[config.mk]
export PLATFORM = sky130hd
export DESIGN_NAME = lp_rx
export DESIGN_NICKNAME = d
export VERILOG_FILES = /design/src/rtl/lp_rx_pkg.sv /design/src/rtl/lp_rx_edge.sv /design/src/rtl/lp_rx_assembler.sv /design/src/rtl/lp_rx_buffer.sv /design/src/rtl/lp_rx.sv
export SDC_FILE = /design/constraint.sdc
export NUM_CORES = 1
export LEC_CHECK = 0
export ABC_AREA = 0
export BUFFER_PORTS_ARGS = -buffer_cell sky130_fd_sc_hd__clkbuf_2
export CORE_MARGIN = 5
export CORE_UTILIZATION = 63
export CTS_CLUSTER_DIAMETER = 40
export DETAILED_ROUTE_END_ITERATION = 8
export HOLD_SLACK_MARGIN = 0.12
export PLACE_DENSITY = 0.94
export SLEW_MARGIN = 20
export SYNTH_ARGS = -nofsm -noshare
export SYNTH_HDL_FRONTEND = slang
export SYNTH_SLANG_ARGS = --single-unit
[constraint.sdc]
create_clock -name clk -period 4.4 [get_ports clk]
set_clock_uncertainty 0.1 [all_clocks]
set_input_delay 0.22 -clock clk [delete_from_list [all_inputs] [get_ports clk]]
set_output_delay 0.22 -clock clk [all_outputs]
set_load 0.02 [all_outputs]
[src/rtl/lp_rx_pkg.sv]
package lp_rx_pkg;
  localparam int LANE_W = 4;
  localparam int WORD_W = 128;
  localparam int CNT_W  = $clog2(WORD_W);

  typedef enum logic [1:0] {
    WID_1B  = 2'b00,
    WID_4B  = 2'b01,
    WID_1BA = 2'b10,
    WID_1BB = 2'b11
  } width_e;

  typedef struct packed {
    logic [1:0] width;
    logic       bcmp_en;
    logic       tmo_en;
    logic       ver_en;
    logic       en;
  } rx_ctl_t;

  function automatic logic is_wide(logic [1:0] w);
    return w == WID_4B;
  endfunction

  function automatic logic [CNT_W-1:0] last_index(logic wide);
    return wide ? CNT_W'(WORD_W / LANE_W - 1) : CNT_W'(WORD_W - 1);
  endfunction

  function automatic logic [WORD_W-1:0] shift_in(logic [WORD_W-1:0] sr,
                                                 logic [LANE_W-1:0] smp,
                                                 logic wide);
    return wide ? {smp, sr[WORD_W-1:LANE_W]} : {smp[0], sr[WORD_W-1:1]};
  endfunction
endpackage

[src/rtl/lp_rx_edge.sv]
module lp_rx_edge
  import lp_rx_pkg::*;
(
  input  logic              clk,
  input  logic              rst_n,
  input  logic              lclk,
  input  logic [LANE_W-1:0] ldat,
  input  logic              bcmp,
  output logic              strobe,
  output logic [LANE_W-1:0] smp_data,
  output logic              smp_bcmp
);
  logic lclk_d1, lclk_d2;

  always_ff @(posedge clk or negedge rst_n) begin
    if (!rst_n) begin
      lclk_d1  <= 1'b0;
      lclk_d2  <= 1'b0;
      smp_data <= '0;
      smp_bcmp <= 1'b0;
    end else begin
      lclk_d1  <= lclk;
      lclk_d2  <= lclk_d1;
      smp_data <= ldat;
      smp_bcmp <= bcmp;
    end
  end

  // any level change of the link clock is a sample point
  assign strobe = lclk_d1 ^ lclk_d2;
endmodule

[src/rtl/lp_rx_assembler.sv]
module lp_rx_assembler
  import lp_rx_pkg::*;
(
  input  logic              clk,
  input  logic              rst_n,
  input  logic              en,
  input  logic              wide,
  input  logic              strobe,
  input  logic [LANE_W-1:0] smp,
  input  logic              bc,
  output logic              word_done,
  output logic [WORD_W-1:0] word,
  output logic              word_bcmp
);
  logic [WORD_W-1:0] sr;
  logic [CNT_W-1:0]  cnt;
  logic              bc_seen;
  logic              at_last;

  always_comb begin
    word      = shift_in(sr, smp, wide);
    at_last   = cnt >= last_index(wide);
    word_done = en && strobe && at_last;
    word_bcmp = bc_seen | bc;
  end

  always_ff @(posedge clk or negedge rst_n) begin
    if (!rst_n) begin
      sr      <= '0;
      cnt     <= '0;
      bc_seen <= 1'b0;
    end else if (!en) begin
      sr      <= '0;
      cnt     <= '0;
      bc_seen <= 1'b0;
    end else if (strobe) begin
      sr <= word;
      if (at_last) begin
        cnt     <= '0;
        bc_seen <= 1'b0;
      end else begin
        cnt     <= cnt + 1'b1;
        bc_seen <= bc_seen | bc;
      end
    end
  end

  AST_DISABLE_CLEARS: assert property (@(posedge clk) disable iff (!rst_n)
    !en |=> cnt == '0);
  AST_DONE_RESTARTS: assert property (@(posedge clk) disable iff (!rst_n)
    word_done |=> cnt == '0);
endmodule

[src/rtl/lp_rx_buffer.sv]
module lp_rx_buffer
  import lp_rx_pkg::*;
(
  input  logic              clk,
  input  logic              rst_n,
  input  logic              push,
  input  logic [WORD_W-1:0] push_word,
  input  logic              rd,
  output logic [WORD_W-1:0] front,
  output logic [1:0]        fill,
  output logic              accept
);
  logic [WORD_W-1:0] back;
  logic              rd_eff;

  always_comb begin
    rd_eff = rd && (fill != 2'd0);
    accept = push && ((fill != 2'd2) || rd_eff);
  end

  always_ff @(posedge clk or negedge rst_n) begin
    if (!rst_n) begin
      front <= '0;
      back  <= '0;
      fill  <= 2'd0;
    end else begin
      case ({rd_eff, accept})
        2'b11: begin
          if (fill == 2'd1) front <= push_word;
          else begin
            front <= back;
            back  <= push_word;
          end
        end
        2'b10: begin
          front <= back;
          fill  <= fill - 2'd1;
        end
        2'b01: begin
          if (fill == 2'd0) front <= push_word;
          else back <= push_word;
          fill <= fill + 2'd1;
        end
        default: ;
      endcase
    end
  end

  AST_NO_OVERFLOW: assert property (@(posedge clk) disable iff (!rst_n)
    fill <= 2'd2);
  AST_DROP_KEEPS: assert property (@(posedge clk) disable iff (!rst_n)
    (push && fill == 2'd2 && !rd) |=> (fill == 2'd2 && $stable(front) && $stable(back)));
  AST_FIFO_ORDER: assert property (@(posedge clk) disable iff (!rst_n)
    (rd && fill == 2'd2 && !push) |=> front == $past(back));
  AST_EMPTY_READ: assert property (@(posedge clk) disable iff (!rst_n)
    (rd && fill == 2'd0 && !push) |=> fill == 2'd0);
endmodule

[src/rtl/lp_rx.sv]
module lp_rx
  import lp_rx_pkg::*;
(
  input  logic              clk,
  input  logic              rst_n,
  input  logic              lclk_in,
  input  logic [LANE_W-1:0] ldat_in,
  input  logic              bcmp_in,
  output logic              ack_out,
  input  logic              ctl_wr,
  input  logic [31:0]       ctl_wdata,
  output logic [31:0]       ctl_rdata,
  output logic [31:0]       stat_rdata,
  input  logic              buf_rd,
  output logic [WORD_W-1:0] buf_rdata
);
  localparam int CTL_W = $bits(rx_ctl_t);

  rx_ctl_t           ctl;
  logic              block_done;
  logic              strobe, smp_bcmp;
  logic [LANE_W-1:0] smp_data;
  logic              word_done, word_bcmp, accept;
  logic [WORD_W-1:0] word;
  logic [1:0]        fill;
  logic              unused_rsvd;

  assign unused_rsvd = ^ctl_wdata[31:CTL_W] ^ accept;

  always_ff @(posedge clk or negedge rst_n) begin
    if (!rst_n) begin
      ctl        <= '0;
      block_done <= 1'b0;
    end else begin
      if (ctl_wr) ctl <= rx_ctl_t'(ctl_wdata[CTL_W-1:0]);
      if (ctl_wr) block_done <= 1'b0;
      else if (word_done && word_bcmp && ctl.bcmp_en) block_done <= 1'b1;
    end
  end

  lp_rx_edge u_edge (
    .clk(clk), .rst_n(rst_n), .lclk(lclk_in), .ldat(ldat_in), .bcmp(bcmp_in),
    .strobe(strobe), .smp_data(smp_data), .smp_bcmp(smp_bcmp)
  );

  lp_rx_assembler u_asm (
    .clk(clk), .rst_n(rst_n), .en(ctl.en), .wide(is_wide(ctl.width)),
    .strobe(strobe), .smp(smp_data), .bc(smp_bcmp),
    .word_done(word_done), .word(word), .word_bcmp(word_bcmp)
  );

  lp_rx_buffer u_buf (
    .clk(clk), .rst_n(rst_n), .push(word_done), .push_word(word), .rd(buf_rd),
    .front(buf_rdata), .fill(fill), .accept(accept)
  );

  always_comb begin
    ack_out    = ctl.en && (fill != 2'd2);
    ctl_rdata  = {{(32-CTL_W){1'b0}}, ctl};
    stat_rdata = {29'd0, fill == 2'd2, block_done, fill != 2'd0};
  end

  AST_ACK_FULL: assert property (@(posedge clk) disable iff (!rst_n)
    (fill == 2'd2 && !buf_rd) |=> !ack_out);
  AST_DONE_NEEDS_EN: assert property (@(posedge clk) disable iff (!rst_n)
    $rose(block_done) |-> $past(ctl.bcmp_en));
endmodule

==> impl_metrics.json, run 1 <==
{
  "routed_wl_mm": 45.9,
  "clock_sinks": 407,
  "cp_max_fo": 46,
  "ios": 235,
  "grt_overflow": 0,
  "min_period_ps": 3330,
  "grt_use_total": 0.276,
  "peakVddDrop_mv": 0.523,
  "cp-start-kind": "register",
  "hold_class": "in -> reg",
  "synth-edff-count": 0,
  "arrival_ps": 3680,
  "tns_ps": 0,
  "core_mm2": 0.0288,
  "route.vias.total": 14000,
  "clock.fmax_mhz": 301,
  "ctsResizeCount": 0,
  "power_frac_comb": 0.291,
  "cts.htree.levels": 2,
  "ys_seq_elements": 407,
  "netlist-cell-type-count": 39,
  "period_share": 0.756,
  "async_flop_share": 1.00,
  "seq_power_share": 0.387,
  "drt-met1-wl_mm": 18.1,
  "dr.pass1.iters": 6,
  "cp-end-kind": "register",
  "clk_pin_slew_ps": 60,
  "clkLatencyLatePin_ps": 550,
  "cts_tree": "built",
  "hpwl_mm": 26.0,
  "max_slew_margin": 0.349,
  "wl_per_cell_um": 20.6,
  "setup_viol": 0,
  "fp.dieArea_mm2": 0.0328,
  "gp_congestion": 0.815,
  "drive_gt1_frac": 0.151,
  "p_clk_frac": 0.323,
  "drtIter0Drc": 1403,
  "finalMaxSlewViolations": 0,
  "port_buffers": 153,
  "yosysMostFrequentCell": "dfrtp_1",
  "outcome": "complete, no violations",
  "antenna_found_initial": 2,
  "syn_area_per_cell_um2": 10.8,
  "fp-row-count": 62,
  "yosysTopAreaCellShare": 0.552,
  "synthFlopType": "dfrtp_1",
  "cts_buffers": 49,
  "grt_pass1_wl_mm": 76.0,
  "critPathRequiredTime_ps": 4750,
  "yosysSeqAreaShare": 0.552,
  "syn_area_mm2": 0.0185,
  "postRouteAntennaNets": 0,
  "wl_met3_mm": 3.50,
  "syn_inst": 1703,
  "p_sw_uw": 4510,
  "wl_met2_mm": 23.0,
  "p_int_uw": 7910,
  "drc": 0,
  "root_buffer": "clkbuf_16",
  "worst_slew_pin_slew_ps": 976,
  "initial_core_util": 0.641,
  "hold_viol": 0,
  "power_leakage_uw": 0.0100,
  "rsz0062_at_grt": "no",
  "power_density_mw_per_mm2": 587,
  "synthTopCellsByArea": "dfrtp_1 (55%), mux2i_1 (14%), a221o_1 (4.7%)",
  "yosys.area.top_type": "dfrtp_1",
  "nets": 1847,
  "die_y_um": 181,
  "grt_pass1_vias": 14400,
  "dieWidth_um": 181,
  "ys_warn_count": 0,
  "maxCapViolations": 0,
  "cts_setup_buffers": 0,
  "routed.top_layer": "met5",
  "syn2layout_area_growth_pct": 14.7,
  "synth_common_cells": "dfrtp_1 (407), mux2i_1 (255), nand2_1 (175)",
  "via_per_inst": 6.29,
  "crit_type": "reg -> reg",
  "grt_max_degree": 132,
  "swShare": 0.363,
  "cts_buffer_depth": 3,
  "fin_hold_ws_ps": 258
}
per-stage QoR:
stage	instances	util	worst slack (ps)	area, um2	power [uW]
2_1_floorplan	1757	-	1730	18700	7110
3_5_place_dp	2113	0.671	1140	19300	8410
4_1_cts	2224	0.735	1060	21200	12400
5_1_grt	2225	0.735	864	21200	12900
6_report	2225	0.735	1070	21200	12400
3_3_place_gp	2113	0.671	1310	19300	8270
final timing paths:
| path | end | slack (ps) | startpoint | cells after the start |
|---|---|---|---|---|
| setup reg to reg | u_buf.back[24] | 1070 | u_asm.cnt[0] | 8 |
| min in group asynchronous | u_buf.back[8] | 280 | rst_n | 2 |
| hold / removal | u_edge.lclk_d1 | 260 | lclk_in | 2 |
| hold reg to reg | u_edge.lclk_d2 | 310 | u_edge.lclk_d1 | 0 |
| setup / recovery | u_buf.back[24] | 1070 | u_asm.cnt[0] | 8 |
| max in group asynchronous | u_buf.back[67] | 2820 | rst_n | 3 |
sequential cells by signal, indices dropped and copies added (netlist names):
register         flops
u_edge.smp_bcmp      1
u_buf.fill           2
ctl_rdata            6
block_done           1
u_edge.lclk_d1       1
u_asm.cnt            7
u_buf.back         128
u_edge.lclk_d2       1
u_asm.sr           127
u_edge.smp_data      4
u_asm.bc_seen        1
u_buf.front        128
routing by layer:
metal | vias up | track usage
met5 | - | 0
met2 | 641 | 0.464
met1 | 7084 | 0.363
li1 | 6152 | -
met4 | 2 | 0.0916
met3 | 115 | 0.0565
power groups by stage:
stage	clock network [uW]	registers [uW]	logic (uW)
finish	4010	4800	3610
global route	4230	4860	3860
CTS	4040	4780	3620
detailed placement	0	4830	3580
global placement	0	4810	3460
floorplan	0	5460	1650
logic make-up after synthesis:
family          after synthesis  share of synthesized area
buf+inv                     332                     0.0809
other cells                   1                   0.000203
compound gates              318                      0.127
flops                       407                      0.552
simple gates                369                     0.0886
mux                         269                      0.147
fa+ha+maj                     4                    0.00271
xor+xnor                      3                    0.00142
layout by cell type (no fill, tap or decap), types with 3 or more instances in the layout:
master         count
a21oi_1            6
nor4_1            85
a22o_1             5
conb_1            55
clkbuf_1           9
mux2i_1          255
nand4_1            3
o311ai_1          41
dlygate4sd3_1     21
buf_4              4
o211ai_1          43
buf_12            14
nand3_1            4
clkbuf_2         152
dfrtp_1          407
inv_1            132
nor2_1            92
clkbuf_8           7
clkbuf_16         51
clkinvlp_4         4
mux2_2            13
a221o_1           86
o21ai_0          126
ha_1               4
inv_6              5
nand2_1          174
clkinv_2           7
timing repair:
action,CTS,global route
setup endpoints to repair,0,0
hold buffers,21,0
endpoints found under the hold margin,142,0
layout make-up:
type | instances | area, um2
flip-flops and latches | 407 | 10200
fillers | 1799 | 7610
multi-input cells | 1018 | 7060
clock buffers | 67 | 1410
repair buffers | 193 | 1310
inverters | 132 | 495
well taps | 384 | 480
clock inverters | 23 | 225
diodes | 1 | 2.50
critical path: stages, from the launching register on:
cell	delay [ps]
dfrtp_1	480
ha_1	300
a211oi_2	100
o31ai_4	530
nand2_1	210
nor4_2	520
buf_12	390
buf_12	300
mux2i_1	260
(Power assumes the default switching activity.)
==> run 2, diff against run 1 <==
CORE_UTILIZATION = 53   (was 63)
PLACE_DENSITY = 0.85   (was 0.94)
clock period = 2.7 ns   (was 4.4 ns; I/O delays follow)
==> run 2 against run 1 <==
Against the previous run:
- clock-buffer cell count is 11 lower
- non-clock buffer count is 57 higher
- sequential power is 63% higher
- via count is 1.2% lower
- critical path depth is 1 higher
- maximum frequency is 28% higher
- register-to-register slack worse by 970 ps
- worst hold slack worse by 73 ps
- largest power group unchanged
- highest routed layer is now met4
==> impl_metrics.json, run 2 (synthesis gave the netlist of run 1 again) <==
{
  "outcome": "complete, no violations",
  "drc": 0,
  "dr.pass1.iters": 5,
  "clock_sinks": 407,
  "maxCapViolations": 0,
  "drtIter0Drc": 946,
  "crit_start": "u_asm.cnt[0]",
  "via_per_inst": 5.88,
  "final_cells": 2353,
  "cts.htree.levels": 2,
  "grt_overflow": 0,
  "clkLatencyLatePin_ps": 570,
  "hold_start": "ldat_in[1]",
  "placed_cell_area_mm2": 0.0200,
  "slowest_delay_ps": 390,
  "initial_core_util": 0.536,
  "die_y_um": 197,
  "r2r_start": "u_asm.cnt[0]",
  "crit_type": "reg -> reg",
  "reg_top3": "u_buf.back (128), u_buf.front (128), u_asm.sr (127)",
  "use_met1": 0.313,
  "cts_buffers": 49,
  "design_area_mm2": 0.0219,
  "grt_use_total": 0.234,
  "met3_usage": 0.0503,
  "fill_cells": 2584,
  "hold_viol": 0,
  "postRouteAntennaNets": 0,
  "cp_max_fo": 51,
  "finalMaxSlewViolations": 0,
  "setup_viol": 0,
  "max_slew_margin": 0.554,
  "hold_class": "in -> reg",
  "fp-row-count": 68,
  "place_ws_ps": 98.9,
  "critPathTopFamily": "compound AO/OA/AOI/OAI gates",
  "clock.fmax_mhz": 386,
  "ios": 235,
  "grt_max_degree": 88,
  "crit_chain": "ha_1 -> a211oi_2 -> o31ai_4 -> buf_12 -> a41oi_4 -> buf_12 -> buf_16 -> nor4_1 -> a221o_1",
  "critPathSlowestCell": "dfrtp_1",
  "mostFrequentLayoutCells": "dfrtp_1 (407), mux2i_1 (255), nand2_1 (174)",
  "cts_tree": "built",
  "worst_slew_pin_slew_ps": 669,
  "fp.dieArea_mm2": 0.0387,
  "final_common_cell": "dfrtp_1",
  "tns_ps": 0,
  "fin_util": 0.635,
  "rsz0062_at_grt": "no",
  "grt-busiest-layer": "met2",
  "nets": 1904,
  "clk_pin_slew_ps": 60,
  "gp_congestion": 0.786,
  "syn2layout_area_growth_pct": 18.6,
  "power_density_mw_per_mm2": 933,
  "grt_pass1_wl_mm": 75.2,
  "grt_pass1_vias": 14300,
  "cp-end-kind": "register",
  "dieWidth_um": 197,
  "min_period_ps": 2590,
  "routed_wl_mm": 45.7,
  "layout_setup_ws_ps": 109,
  "route.vias.total": 13800,
  "drive_gt1_frac": 0.176,
  "power_leakage_uw": 0.0104,
  "antenna_found_initial": 0,
  "peakVddDrop_mv": 0.668,
  "cts_buffer_depth": 3,
  "period_share": 0.960,
  "core_mm2": 0.0345,
  "path_common_cell": "buf_12",
  "root_buffer": "clkbuf_16",
  "use_met2": 0.390,
  "port_buffers": 153,
  "hpwl_mm": 28.6,
  "worst-path-buf-inv": 3,
  "cp-start-kind": "register",
  "critPathRequiredTime_ps": 3030,
  "arrival_ps": 2930,
  "wl_per_cell_um": 19.4,
  "place_inst": 2237
}
## run 2: cell types whose count changed in the layout (fill, tap and decap cells not counted), moves of 3 or more
| cell | delta |
|---|---|
| clkbuf_8 | -6 |
| clkbuf_1 | -3 |
| dlygate4sd3_1 | +3 |
| buf_12 | +17 |
| buf_4 | +36 |
| clkinvlp_4 | +4 |
## run 2: cell type report
| cell class | count | area [um2] | area share |
|---|---|---|---|
| Multi-Input combinational cell | 1018 | 7060 | 0.323 |
| Sequential cell | 407 | 10200 | 0.465 |
| Antenna cell | 1 | 2.50 | 0.000114 |
| Tap cell | 455 | 569 | 0.0260 |
| Inverter | 132 | 495 | 0.0226 |
| Clock inverter | 34 | 339 | 0.0155 |
| Clock buffer | 56 | 1260 | 0.0577 |
| Timing Repair Buffer | 250 | 1980 | 0.0902 |
## run 2: layer usage
metal,part of all wire,up-vias
met4,0.022,0
li1,-,6254
met2,0.50,440
met3,0.071,80
met5,0,-
met1,0.41,7051
## run 2: per-stage QoR
stage | power [uW] | hold WS [ps]
CTS | 20600 | 121
global placement | 13900 | 80.9
floorplan | 11600 | -261
finish | 20400 | 184
global route | 21300 | 165
detailed placement | 14000 | 85.4
## run 2: path summary, 6_finish.rpt
| check | to | slack (ps) | cells after the start |
|---|---|---|---|
| min in group asynchronous | u_buf.front[21] | 550 | 3 |
| worst min-delay path | u_edge.smp_data[1] | 180 | 2 |
| worst max-delay path | u_buf.front[118] | 110 | 9 |
| worst min register to register | u_edge.lclk_d2 | 350 | 0 |
| max in group asynchronous | u_buf.back[44] | 1230 | 4 |
| worst max register to register | u_buf.front[118] | 110 | 9 |
## run 2: where the power goes
group | internal [uW] | switching [uW] | total, uW | leakage, uW
Combinational | 2180 | 4010 | 6190 | 0.00495
Sequential | 7100 | 704 | 7800 | 0.00464
Clock | 3730 | 2700 | 6430 | 0.000768
## run 2: timing repair
| item | in CTS | in global routing |
|---|---|---|
| setup buffers | 0 | 0 |
| resized for setup | 0 | 2 |
| hold endpoints to repair | 421 | 0 |
| endpoints found under the setup margin | 0 | 37 |
| hold buffers | 25 | 0 |
